`config.mk`:
```
export PLATFORM = sky130hd
export DESIGN_NAME = stq_commit_queue
export DESIGN_NICKNAME = d
export VERILOG_FILES = /design/src/rtl/stq_pkg.sv /design/src/rtl/stq_kill_scan.sv /design/src/rtl/stq_drain.sv /design/src/rtl/stq_commit_queue.sv
export SDC_FILE = /design/constraint.sdc
export NUM_CORES = 2
export LEC_CHECK = 0
export BUFFER_PORTS_ARGS = -buffer_cell sky130_fd_sc_hd__buf_2
export CORE_ASPECT_RATIO = 1.25
export CORE_MARGIN = 10
export CORE_UTILIZATION = 60
export DETAILED_ROUTE_END_ITERATION = 7
export PLACE_DENSITY = 0.78
export SLEW_MARGIN = 0
export SYNTH_ARGS = -nofsm -noshare
export SYNTH_HDL_FRONTEND = slang
export SYNTH_SLANG_ARGS = --single-unit
```
`constraint.sdc`:
```
create_clock -name clk -period 5.25 [get_ports clk]
set_clock_uncertainty 0.1 [all_clocks]
set_input_delay 0.525 -clock clk [delete_from_list [all_inputs] [get_ports clk]]
set_output_delay 0.525 -clock clk [all_outputs]
set_load 0.01 [all_outputs]
```
`src/rtl/stq_pkg.sv`:
```
package stq_pkg;

    // Per-slot status flags
    typedef struct packed {
        logic valid;    // slot holds a live store
        logic retired;  // committed, waiting for the memory port
        logic addr_ok;  // address written
        logic data_ok;  // data written
    } stq_flags_t;

endpackage

```
`src/rtl/stq_kill_scan.sv`:
```
// Finds the unretired slots hit by a kill and how many live stores precede the first hit.
module stq_kill_scan #(
    parameter int DEPTH = 8,
    parameter int BR_W  = 4,
    localparam int IW   = (DEPTH > 1) ? $clog2(DEPTH) : 1,
    localparam int CW   = $clog2(DEPTH + 1)
) (
    input  logic [IW-1:0]              head,
    input  logic [CW-1:0]              cnt,
    input  logic [DEPTH-1:0]           live_vec,
    input  logic [DEPTH-1:0]           guard_vec,
    input  logic [DEPTH-1:0][BR_W-1:0] masks,
    input  logic                       kill_valid,
    input  logic [BR_W-1:0]            kill_brmask,
    output logic [DEPTH-1:0]           hit_vec,
    output logic [CW-1:0]              keep_cnt
);
    logic        found;
    int unsigned pos;

    always_comb begin
        hit_vec  = '0;
        keep_cnt = cnt;
        found    = 1'b0;
        pos      = 0;
        for (int i = 0; i < DEPTH; i++) begin
            pos = int'(head) + i;
            if (pos >= DEPTH) pos = pos - DEPTH;
            if (kill_valid && (CW'(i) < cnt) && live_vec[IW'(pos)] &&
                !guard_vec[IW'(pos)] && (|(masks[IW'(pos)] & kill_brmask))) begin
                hit_vec[IW'(pos)] = 1'b1;
                if (!found) begin
                    found    = 1'b1;
                    keep_cnt = CW'(i);
                end
            end
        end
    end
endmodule

```
`src/rtl/stq_drain.sv`:
```
// Presents the head slot to the memory write port once it is retired.
module stq_drain #(
    parameter int DEPTH = 8,
    parameter int AW    = 32,
    parameter int DW    = 32,
    localparam int IW   = (DEPTH > 1) ? $clog2(DEPTH) : 1,
    localparam int CW   = $clog2(DEPTH + 1)
) (
    input  logic [IW-1:0]            head,
    input  logic [CW-1:0]            retired_cnt,
    input  logic [DEPTH-1:0][AW-1:0] adr,
    input  logic [DEPTH-1:0][DW-1:0] dat,
    input  logic                     mem_req_ready,
    output logic                     mem_req_valid,
    output logic [AW-1:0]            mem_req_addr,
    output logic [DW-1:0]            mem_req_data,
    output logic                     fire
);
    always_comb begin
        mem_req_valid = (retired_cnt != '0);
        mem_req_addr  = adr[head];
        mem_req_data  = dat[head];
        fire          = mem_req_valid && mem_req_ready;
    end
endmodule

```
`src/rtl/stq_commit_queue.sv`:
```
// Store queue: allocate at tail, fill address/data by slot, retire on commit, drain at head.
// DEPTH must be a power of two.
module stq_commit_queue
    import stq_pkg::*;
#(
    parameter int DEPTH = 8,
    parameter int BR_W  = 4,
    parameter int AW    = 32,
    parameter int DW    = 32,
    localparam int IW   = (DEPTH > 1) ? $clog2(DEPTH) : 1,
    localparam int CW   = $clog2(DEPTH + 1)
) (
    input  logic            clk,
    input  logic            rst_n,
    input  logic            alloc_valid,
    input  logic [BR_W-1:0] alloc_brmask,
    output logic [IW-1:0]   alloc_idx,
    output logic            full,
    input  logic            addr_wr_valid,
    input  logic [IW-1:0]   addr_wr_idx,
    input  logic [AW-1:0]   addr_wr_value,
    input  logic            data_wr_valid,
    input  logic [IW-1:0]   data_wr_idx,
    input  logic [DW-1:0]   data_wr_value,
    input  logic            commit,
    input  logic            kill_valid,
    input  logic [BR_W-1:0] kill_brmask,
    output logic            mem_req_valid,
    output logic [AW-1:0]   mem_req_addr,
    output logic [DW-1:0]   mem_req_data,
    input  logic            mem_req_ready
);
    typedef struct packed {
        stq_flags_t [DEPTH-1:0]           flg;
        logic       [DEPTH-1:0][BR_W-1:0] msk;
        logic       [DEPTH-1:0][AW-1:0]   adr;
        logic       [DEPTH-1:0][DW-1:0]   dat;
        logic       [IW-1:0]              head;
        logic       [IW-1:0]              tail;
        logic       [IW-1:0]              cptr;
        logic       [CW-1:0]              cnt;
        logic       [CW-1:0]              ncmt;
    } state_t;

    state_t st_d, st_q;

    function automatic logic [IW-1:0] bump(input logic [IW-1:0] p);
        return (p == IW'(DEPTH - 1)) ? '0 : p + 1'b1;
    endfunction

    logic             cmt_ok;
    logic             alloc_ok;
    logic             fire;
    logic [DEPTH-1:0] live_vec;
    logic [DEPTH-1:0] guard_vec;
    logic [DEPTH-1:0] hit_vec;
    logic [CW-1:0]    keep_cnt;

    // Commit qualification and the set of slots a kill must spare
    always_comb begin
        cmt_ok = commit && (st_q.cnt != st_q.ncmt) &&
                 st_q.flg[st_q.cptr].addr_ok && st_q.flg[st_q.cptr].data_ok;
        for (int i = 0; i < DEPTH; i++) begin
            live_vec[i]  = st_q.flg[i].valid;
            guard_vec[i] = st_q.flg[i].retired || (cmt_ok && (st_q.cptr == IW'(i)));
        end
    end

    assign full      = (st_q.cnt == CW'(DEPTH));
    assign alloc_idx = st_q.tail;
    assign alloc_ok  = alloc_valid && !full && !kill_valid;

    stq_kill_scan #(.DEPTH(DEPTH), .BR_W(BR_W)) u_scan (
        .head        (st_q.head),
        .cnt         (st_q.cnt),
        .live_vec    (live_vec),
        .guard_vec   (guard_vec),
        .masks       (st_q.msk),
        .kill_valid  (kill_valid),
        .kill_brmask (kill_brmask),
        .hit_vec     (hit_vec),
        .keep_cnt    (keep_cnt)
    );

    stq_drain #(.DEPTH(DEPTH), .AW(AW), .DW(DW)) u_drain (
        .head          (st_q.head),
        .retired_cnt   (st_q.ncmt),
        .adr           (st_q.adr),
        .dat           (st_q.dat),
        .mem_req_ready (mem_req_ready),
        .mem_req_valid (mem_req_valid),
        .mem_req_addr  (mem_req_addr),
        .mem_req_data  (mem_req_data),
        .fire          (fire)
    );

    always_comb begin
        st_d = st_q;

        // Execute-side writes land only in live, unretired slots
        if (addr_wr_valid && st_q.flg[addr_wr_idx].valid && !st_q.flg[addr_wr_idx].retired) begin
            st_d.adr[addr_wr_idx]         = addr_wr_value;
            st_d.flg[addr_wr_idx].addr_ok = 1'b1;
        end
        if (data_wr_valid && st_q.flg[data_wr_idx].valid && !st_q.flg[data_wr_idx].retired) begin
            st_d.dat[data_wr_idx]         = data_wr_value;
            st_d.flg[data_wr_idx].data_ok = 1'b1;
        end

        // Retirement
        if (cmt_ok) begin
            st_d.flg[st_q.cptr].retired = 1'b1;
            st_d.cptr                   = bump(st_q.cptr);
        end

        // Drain at head
        if (fire) begin
            st_d.flg[st_q.head] = '0;
            st_d.head           = bump(st_q.head);
        end

        // Kill has priority over allocation
        if (kill_valid) begin
            for (int i = 0; i < DEPTH; i++) begin
                if (hit_vec[i]) st_d.flg[i] = '0;
            end
            st_d.tail = st_q.head + keep_cnt[IW-1:0];
            st_d.cnt  = keep_cnt - CW'(fire);
        end else if (alloc_ok) begin
            st_d.flg[st_q.tail]       = '0;
            st_d.flg[st_q.tail].valid = 1'b1;
            st_d.msk[st_q.tail]       = alloc_brmask;
            st_d.tail                 = bump(st_q.tail);
            st_d.cnt                  = st_q.cnt + 1'b1 - CW'(fire);
        end else begin
            st_d.cnt = st_q.cnt - CW'(fire);
        end

        st_d.ncmt = st_q.ncmt + CW'(cmt_ok) - CW'(fire);
    end

    always_ff @(posedge clk) begin
        if (!rst_n) begin
            st_q <= '0;
        end else begin
            st_q <= st_d;
        end
    end
endmodule

```
==> out/results.md <==
| Stage | Parameter | Reported |
| --- | --- | --- |
| outcome | Result of the run | completed |
| layout | Syn-to-layout area delta | 8.278% |
| timing | Achievable clock frequency | 0.2070 GHz |
| global route | Vias in the first global route | 24670 |
| synth | Area of the mapped netlist | 28630 µm² |
| min path | Tightest Hold Check Type | in -> reg |
| synth | Top-count cell post-synth | nand2_1 |
| timing | Unrepaired setup endpoints after global routing | no |
| synth | Number of flip-flops and latches in the synthesized netlist | 593 |
| power and ir drop | Power density cells | 339.2 nW/µm² |
| clocking | Clock net sink count | 593 |
| synth | Cell count after synthesis | 3400 |
| global route | Initial antenna violation count | 14 |
| worst setup path | Cell occurring most often along the worst timing path | a21oi_1 |
| die | Initial core utilization | 60.63% |
| worst setup path | Worst path max stage delay | 770 ps |
| clocking | Clock-pin slew on the worst setup and hold paths | 70 ps |
| synth | Synthesized area per cell | 8.419 µm² |
| worst setup path | Cell chain of the critical path | inv_2, ha_1, mux4_2, mux2_2, a22oi_1, a221oi_1, nand2_1, o22ai_2, nor4_2, nor4bb_1, a21oi_1, inv_1, fa_1, a21oi_1, nor2_1 |
| clocking | Buffers inserted during post-CTS setup optimization | 0 |
| route | Antenna violation net count after detailed routing | 0 |
| clocking | Worst skew pair latency | 620 ps |
| timing | Clock period minus final worst setup slack | 4832 ps |
| route | Post-detailed-route via-to-cell ratio | 6.264 |
| timing | TNS Setup | 0 ps |
| clocking | Clock root buffer | clkbuf_16 |
| worst setup path | Critical Setup Path Class | reg -> reg |
| clocking | CTS hold repair buffers | 0 |
| global route | Global-route usage over all layers | 28.57% |
| power and ir drop | Cell leakage power | 10.76 nW |
| die | Num ports | 155 |
| placed design | I/O Buffers | 154 |
| timing | Setup-violating endpoint count in the final report | 0 |
| synth | Post-synth cell types | 85 |
| worst setup path | CP max stage cell | ha_1 |
| run | Number of max-capacitance violations reported | 0 |
| worst setup path | Critical Path Fanout Max | 30 |
| timing | Max Transition Viols Final | 0 |
| layout | Final core area utilization | 65.65% |
| clocking | CTS tree | yes |
| clocking | Num CTS Buffers | 56 |
| min path | Cell depth of the worst min-delay path | 3 |
| synth | Synth warnings | 0 |
| worst setup path | Reg2Reg Setup Slack | 420 ps |
| synth | Post-synth EDFFs | 0 |
| synth | Most instantiated cells after synthesis | nand2_1 (1271), dfxtp_1 (593), a21oi_1 (538), clkbuf_1 (221), mux4_2 (176) |
| synth | Sequential element share of the synthesized area | 41.47% |
| route | Detailed Route Iter0 Violations | 2772 |
| die | Total core area | 47220 µm² |
| die | Die height | 264.2 µm |
| global route | Global-route wire length before repair | 132000 µm |
| layout | Proportion of layout cells with a drive suffix above 1 | 16.06% |
| die | Area of the die | 56900 µm² |
| die | Cell Rows | 89 |
| worst setup path | Nature of the critical path endpoint | register |
| die | Die Width | 215.4 µm |
| route | Number of iterations in the first detailed-routing pass | 6 |
| route | Post-DR wirelength/cell | 21.06 µm |
| power and ir drop | Total power of the final layout | 0.01051 W |
| route | Total length of routed wires | 84710 µm |
| timing | Worst Tran Pin Value | 1190 ps |
| global route | Total congestion overflow after global routing | 0 |
| worst setup path | Startpoint kind of the worst setup timing path | register |
| worst setup path | CP Data Required Time | 5630 ps |
| synth | Leading cell types by total area after synthesis | dfxtp_1 (41%), nand2_1 (17%), mux4_2 (14%) |
| global route | Largest net degree at the start of global routing | 266 |
| placed design | Half-perimeter wire length after detailed placement | 51990 µm |
| clocking | Htree depth | 2 |
| timing | Tightest slew margin relative to the limit | 20.68% |
| synth | Synth async-reset ratio | 0% |
| worst setup path | Arrival @ worst endpoint | 5210 ps |
| route | Via Count | 25190 |
| placed design | Weighted congestion reported at the end of routability-driven placement | 0.9956 |
| synth | Syn nets | 3520 |
| timing | Hold Slack | 107.1 ps |
| synth | Fraction of synthesized cell area taken by the top area cell type | 41.47% |
| timing | Part of the cycle the worst path needs | 92.04% |
| clocking | Clock tree buffer depth | 3 |
| synth | Cell taking the most area after synthesis | dfxtp_1 |
| clocking | Number of gates resized after cts | 0 |
| synth | Most frequently used flop master after synthesis | dfxtp_1 |
| route | Post-route DRC | 0 |
| layout | Post-layout net count | 3454 |
| worst setup path | Number of cells traversed by the worst register-to-register path | 15 |
| timing | Total count of hold-check failures in the final report | 0 |
| power and ir drop | Peak ir drop on the vdd network | 0.0002587 V |
[worst max-delay path, delay by kind of cell (launching register included)]
kind	cells	cell delay (ps)
AOI/OAI and AO/OA	5	880
adders and majority gates	2	1200
buffers and inverters	2	170
DFF	1	660
muxes	2	710
and+or+nand+nor	4	940
[path summary, 6_finish.rpt]
path,to,from
setup / recovery,alloc_idx[1]$_SDFFE_PN0P_,st_q[14]$_SDFFE_PN0P_
setup reg to reg,alloc_idx[1]$_SDFFE_PN0P_,st_q[14]$_SDFFE_PN0P_
hold / removal,st_q[426]$_SDFFE_PN0P_,addr_wr_value[25]
hold reg to reg,st_q[272]$_SDFFE_PN0P_,st_q[272]$_SDFFE_PN0P_
[cells in the final DEF (no fill, tap or decap), types with 4 or more instances in the layout]
cell type  count
nor4_1         4
clkinv_2       6
nor4_4         4
buf_4         48
nand2b_1       6
nand3b_1       9
nor2_1        66
nor3b_1        5
o21ai_0       10
mux2_2        30
bufinv_16      5
clkbuf_1      18
a31oi_1       15
and2_1         8
mux4_2       176
xnor2_1        6
clkbuf_8       8
mux2i_1       47
a22oi_1       26
nor3_1        32
xor2_1         9
a21oi_1      538
nand3_1       24
a41oi_1        4
nor2_2         5
a211oi_1      13
nand2_1     1270
and3_1         4
or2_2          4
o211ai_1       4
clkbuf_16     56
buf_2        154
o21a_1        17
nor2b_1        5
dfxtp_1      590
ha_1          32
inv_1         25
diode_2       11
[layout make-up]
cell class / count / area [µm²]
timing repair buffer: 204 / 1171
antenna: 11 / 27.53
fill: 3897 / 16220
clock inverter: 16 / 244.0
multi-input combinational: 2450 / 15180
tap: 637 / 797.0
sequential: 593 / 11880
clock buffer: 82 / 1579
inverter: 29 / 116.4
[where the power goes]
| group | internal [W] | switching (W) |
|---|---|---|
| logic | 0.000691 | 0.00105 |
| registers | 0.00456 | 0.000124 |
| clock network | 0.00233 | 0.00176 |
[cell families after synthesis]
family / synth area share, %
XOR/XNOR: 0.4590
flip-flops: 41.47
AO/OA/AOI/OAI: 13.39
buffers and inverters: 5.713
adder cells (fa/ha/maj): 1.539
AND/OR/NAND/NOR: 20.76
multiplexers: 16.67
[state kept, by name, summed over array words and instances, names as in the netlist]
register,count
live_vec,8
alloc_idx,3
st_q,582
[metal layers]
layer  share of wire [%]  up-vias  track usage, %  routed length, µm
li1                    -    11390               -                  -
met1                  36    12270           32.52              30870
met2                  51     1243           50.20              43530
met3                 7.4      283           4.265               6283
met4                 4.7        8           16.46               3964
met5               0.080        -               0                 68
[through the flow]
| stage | area, µm² | setup WS [ps] | instances |
|---|---|---|---|
| after floorplan | 28630 | 609.1 | 3400 |
| after global placement | 29150 | 631.5 | 3913 |
| after detailed placement | 29150 | 509.3 | 3913 |
| after CTS | 30970 | 362.4 | 4011 |
| after global routing | 30990 | 126.0 | 4020 |
| final | 31000 | 418.0 | 4022 |
Note: power is estimated with default switching activity, not from simulation.
